File: config.mk
export PLATFORM = sky130hd
export DESIGN_NAME = clksel_ctrl
export DESIGN_NICKNAME = d
export VERILOG_FILES = /design/src/rtl/clksel_pkg.sv /design/src/rtl/clksel_wr_filter.sv /design/src/rtl/clksel_out_drive.sv /design/src/rtl/clksel_ctrl.sv
export SDC_FILE = /design/constraint.sdc
export NUM_CORES = 1
export LEC_CHECK = 0
export ABC_AREA = 1
export BUFFER_PORTS_ARGS = -buffer_cell sky130_fd_sc_hd__buf_2
export CORE_AREA = 8 8 48 50
export DETAILED_ROUTE_END_ITERATION = 8
export DIE_AREA = 0 0 56 58
export GPL_ROUTABILITY_DRIVEN = 0
export PLACE_DENSITY = 0.71
export SLEW_MARGIN = 25
export SYNTH_ARGS = -nofsm -noshare
export SYNTH_HDL_FRONTEND = slang
export SYNTH_HIERARCHICAL = 1
export SYNTH_SLANG_ARGS = --single-unit
File: constraint.sdc
create_clock -name clk -period 2.1 [get_ports clk]
set_input_delay 0 -clock clk [delete_from_list [all_inputs] [get_ports clk]]
set_output_delay 0 -clock clk [all_outputs]
set_load 0.01 [all_outputs]
File: src/rtl/clksel_pkg.sv
package clksel_pkg;

    localparam int CTL_W     = 8;
    localparam int NUM_AUX   = 2;

    // Bit positions decoded by the clock tree and the software driver
    localparam int B_SLOW    = 0;
    localparam int B_FAST    = 1;
    localparam int B_PLLOFF  = 2;
    localparam int B_AUX1    = 3;
    localparam int B_AUX2    = 4;
    localparam int B_POR     = 5;
    localparam int LIVE_W    = B_POR + 1;

    typedef struct packed {
        logic [CTL_W-LIVE_W-1:0] rsvd;
        logic                    por_seen;
        logic                    aux2_on;
        logic                    aux1_on;
        logic                    pll_off;
        logic                    fast_main;
        logic                    slow_xtal;
    } clk_ctl_t;

    localparam clk_ctl_t CTL_RESET = '{
        rsvd:      '0,
        por_seen:  1'b1,
        aux2_on:   1'b0,
        aux1_on:   1'b0,
        pll_off:   1'b1,
        fast_main: 1'b1,
        slow_xtal: 1'b0
    };

    function automatic logic [CTL_W-1:0] ctl_to_bus(input clk_ctl_t c);
        logic [CTL_W-1:0] v;
        v = '0;
        v[LIVE_W-1:0] = c[LIVE_W-1:0];
        return v;
    endfunction

endpackage

File: src/rtl/clksel_wr_filter.sv
module clksel_wr_filter
    import clksel_pkg::*;
(
    input  clk_ctl_t              cur,
    input  logic [LIVE_W-1:0]     wbits,
    input  logic                  pll_stable,
    output clk_ctl_t              nxt
);

    logic pd_next;
    logic pll_switch_ok;

    // Power-down may only be raised while the main clock is the source
    assign pd_next = wbits[B_PLLOFF] & (cur.fast_main | cur.pll_off);

    // Moving onto the PLL needs it on before and after this write, and settled
    assign pll_switch_ok = ~cur.pll_off & ~pd_next & pll_stable;

    always_comb begin
        nxt           = cur;
        nxt.rsvd      = '0;
        nxt.slow_xtal = wbits[B_SLOW];
        nxt.aux1_on   = wbits[B_AUX1];
        nxt.aux2_on   = wbits[B_AUX2];
        nxt.pll_off   = pd_next;
        if (wbits[B_FAST])
            nxt.fast_main = 1'b1;
        else if (pll_switch_ok)
            nxt.fast_main = 1'b0;
        else
            nxt.fast_main = cur.fast_main;
        nxt.por_seen  = cur.por_seen & wbits[B_POR];
    end

endmodule

File: src/rtl/clksel_out_drive.sv
module clksel_out_drive
    import clksel_pkg::*;
(
    input  clk_ctl_t              ctl,
    input  logic                  main_stable,
    input  logic                  pm_pll_stop,
    output logic                  slow_src_xtal,
    output logic                  fast_src_main,
    output logic                  pll_stop,
    output logic [NUM_AUX-1:0]    aux_run
);

    logic [NUM_AUX-1:0] aux_bits;

    assign aux_bits      = {ctl.aux2_on, ctl.aux1_on};
    assign slow_src_xtal = ctl.slow_xtal;
    assign fast_src_main = ctl.fast_main;
    assign pll_stop      = ctl.pll_off | pm_pll_stop;

    for (genvar g = 0; g < NUM_AUX; g++) begin : g_aux
        assign aux_run[g] = aux_bits[g] & main_stable;
    end

endmodule

File: src/rtl/clksel_ctrl.sv
module clksel_ctrl
    import clksel_pkg::*;
#(
    parameter int                ADDR_W   = 8,
    parameter logic [ADDR_W-1:0] REG_ADDR = 8'h40
) (
    input  logic              clk,
    input  logic              rst,
    input  logic [ADDR_W-1:0] bus_addr,
    input  logic              bus_wr,
    input  logic [CTL_W-1:0]  bus_wdata,
    output logic [CTL_W-1:0]  bus_rdata,
    input  logic              pll_stable,
    input  logic              main_stable,
    input  logic              por_detect,
    input  logic              pm_pll_stop,
    output logic              slow_src_xtal,
    output logic              fast_src_main,
    output logic              pll_stop,
    output logic              aux1_clk_en,
    output logic              aux2_clk_en
);

    clk_ctl_t           ctl_q;
    clk_ctl_t           ctl_wr;
    logic               hit;
    logic               wr_hit;
    logic [NUM_AUX-1:0] aux_run;
    logic               unused_rsvd_wdata;

    assign hit               = (bus_addr == REG_ADDR);
    assign wr_hit            = hit & bus_wr;
    assign unused_rsvd_wdata = ^bus_wdata[CTL_W-1:LIVE_W];

    clksel_wr_filter u_filter (
        .cur        (ctl_q),
        .wbits      (bus_wdata[LIVE_W-1:0]),
        .pll_stable (pll_stable),
        .nxt        (ctl_wr)
    );

    always_ff @(posedge clk) begin
        if (rst) begin
            ctl_q <= CTL_RESET;
        end else begin
            if (wr_hit)
                ctl_q <= ctl_wr;
            if (por_detect)
                ctl_q.por_seen <= 1'b1;
        end
    end

    assign bus_rdata = hit ? ctl_to_bus(ctl_q) : '0;

    clksel_out_drive u_out (
        .ctl           (ctl_q),
        .main_stable   (main_stable),
        .pm_pll_stop   (pm_pll_stop),
        .slow_src_xtal (slow_src_xtal),
        .fast_src_main (fast_src_main),
        .pll_stop      (pll_stop),
        .aux_run       (aux_run)
    );

    assign aux1_clk_en = aux_run[0];
    assign aux2_clk_en = aux_run[1];

    // PLL off never coexists with PLL selected
    a_r11_off_implies_main: assert property (@(posedge clk) disable iff (rst)
        ctl_q.pll_off |-> ctl_q.fast_main);

    // no move to the PLL while it was powered down
    a_r4_hold_main_while_off: assert property (@(posedge clk) disable iff (rst)
        ctl_q.pll_off |=> ctl_q.fast_main);

    // no move to the PLL while it is unsettled
    a_r4_hold_main_unstable: assert property (@(posedge clk) disable iff (rst)
        (ctl_q.fast_main && !pll_stable) |=> ctl_q.fast_main);

    // power-down refused while the PLL drives the system clock
    a_r5_no_off_on_pll: assert property (@(posedge clk) disable iff (rst)
        (!ctl_q.fast_main && !ctl_q.pll_off) |=> !ctl_q.pll_off);

    // a power-on event always leaves the flag set
    a_r7_por_sets_flag: assert property (@(posedge clk) disable iff (rst)
        por_detect |=> ctl_q.por_seen);

    // no strobed hit and no event means nothing moves
    a_r2_hold_idle: assert property (@(posedge clk) disable iff (rst)
        (!wr_hit && !por_detect) |=> $stable(ctl_q));

    // reserved read bits stay zero
    a_r3_rsvd_zero: assert property (@(posedge clk) disable iff (rst)
        bus_rdata[CTL_W-1:LIVE_W] == '0);

endmodule

==> metrics <==
status complete, no violations; buffer and inverter count on the worst path 3; fin nets 134; largest net degree at the start of global routing 12; leakage power 0.417 nW; Fmax 805 MHz; Reg2Reg Depth 6; largest register by flop count ctl_q; total number of vias 513; initial cell density of the core 29.9%; wire per inst 9.94 um; Worst path top cell family by delay buffers and inverters; crit path capture type flop; worst hold path type in -> reg; CTS Hold Bufs 2; final hold viol count 0; clk_skew 0.0777 ps; CTS tree built; Ant. Diodes 0; die area 3250 sq um; Crit path depth 5; global-route wire length before repair 2260 um; post-CTS setup buffers 0; max incr delay on CP 560 ps; vias in the first global route 553; end of the worst register-to-register path ctl_q[1]; PD cells 424 nW/um^2; Worst EP arrival 1380 ps; crit start category input pin; biggest regs ctl_q (6); CP most frequent cell dlygate4sd3_1; Max VDD drop 0.188 mV; critical path class in -> reg; num ports 36; Max Cap Viol 0; syn_area_per_cell 5.89 sq um; clock root buffer master clkbuf_4; CP cell instances dlygate4sd3_1 > buf_2 > nor2_1 > dlygate4sd3_1 > nand3_1; core area 1610 sq um; PortBufs 31; Num CTS Buffers 3; First-pass DRT Iterations 2; period utilization 59.1%; site row count 15; # resized after CTS 0; max-slew violation count 0; Critical Path Source por_detect; total grt overflow 0; hpwl dp 1010 um; final antenna-violating net count 0; Syn. warnings 6; post-route total power 263 uW; clk_lat worst skew 250 ps; DR iter-0 viols 9; Total GRT Usage 8.54%; DR DRC count 0; WL final 1250 um; Critical R2R Launch ctl_q[2]; number of flip-flops under the largest register name 6; Layout area overhead 28.2%; DIE HEIGHT 58 um; crit path max-delay cell type dlygate4sd3_1; Final setup viols 0; antenna violations before repair 0; Reg2Reg Setup Slack 1260 ps; CTS sink count 6; Cell Area, Synth 483 sq um; Synth Instances 82; share of layout cells above drive strength 1 34.9%; Final Critical Period 1240 ps; maximum clock insertion buffer count 2; clock slew at reported path FFs 50 ps; Required @ worst endpoint 2240 ps; final setup TNS 0 ps; chip width 56 um; htree depth 1; crit path max fanout 1; vias per inst 4.07; RSZ-0062 raised after global routing false; CP endpoint ctl_q[5]
worst min path at each step:
stage / startpoint / to / slack (ps) / depth (start not counted)
final: rst / ctl_q[1] / 40 / 3
after global routing: rst / ctl_q[1] / 60 / 3
after CTS: rst / ctl_q[1] / 30 / 3
after detailed placement: por_detect / ctl_q[5] / 210 / 3
after global placement: por_detect / ctl_q[5] / 200 / 3
after floorplan: main_stable / aux1_clk_en / 90 / 2
where the power goes:
group / total [mW] / switching (mW) / internal (mW)
registers: 0.115 / 0.000221 / 0.114
clock network: 0.110 / 0.0452 / 0.0649
logic: 0.0382 / 0.0183 / 0.0198
per-stage QoR:
stage	util (%)	cell area (sq um)	std cells	setup WS (ps)	hold slack (ps)
after floorplan	-	487	83	1290	89.1
after CTS	38.4	619	126	881	31.8
after global placement	35.7	577	121	1210	204
after detailed placement	35.7	577	121	1160	209
final	38.4	619	126	858	39.7
after global routing	38.4	619	126	829	64.0
worst min-delay path: stages:
cell	delay, ps
buf_2	90
inv_1	80
nand3_1	80
placed cells by master (no fill, tap or decap):
cell,instances
nand3_1,9
buf_2,31
conb_1,2
a21oi_1,3
dfxtp_1,6
inv_1,18
inv_2,2
clkbuf_4,3
nor2_4,1
nand2_1,15
dlygate4sd3_1,2
nor2_1,16
nand3_2,1
final cells by class:
type | count | area, sq um
Timing Repair Buffer | 33 | 175
Multi-Input combinational cell | 47 | 205
Sequential cell | 6 | 120
Inverter | 20 | 75.1
Tap cell | 17 | 21.3
Clock buffer | 3 | 22.5
Fill cell | 179 | 995
layer usage:
metal	vias to the layer above	GRT usage (%)	routed length (um)
met5	-	0	0
met2	24	12.4	547
met1	204	9.51	574
li1	282	-	-
met3	3	4.80	109
met4	0	5.15	22
Power figures use the tool's default switching activity.
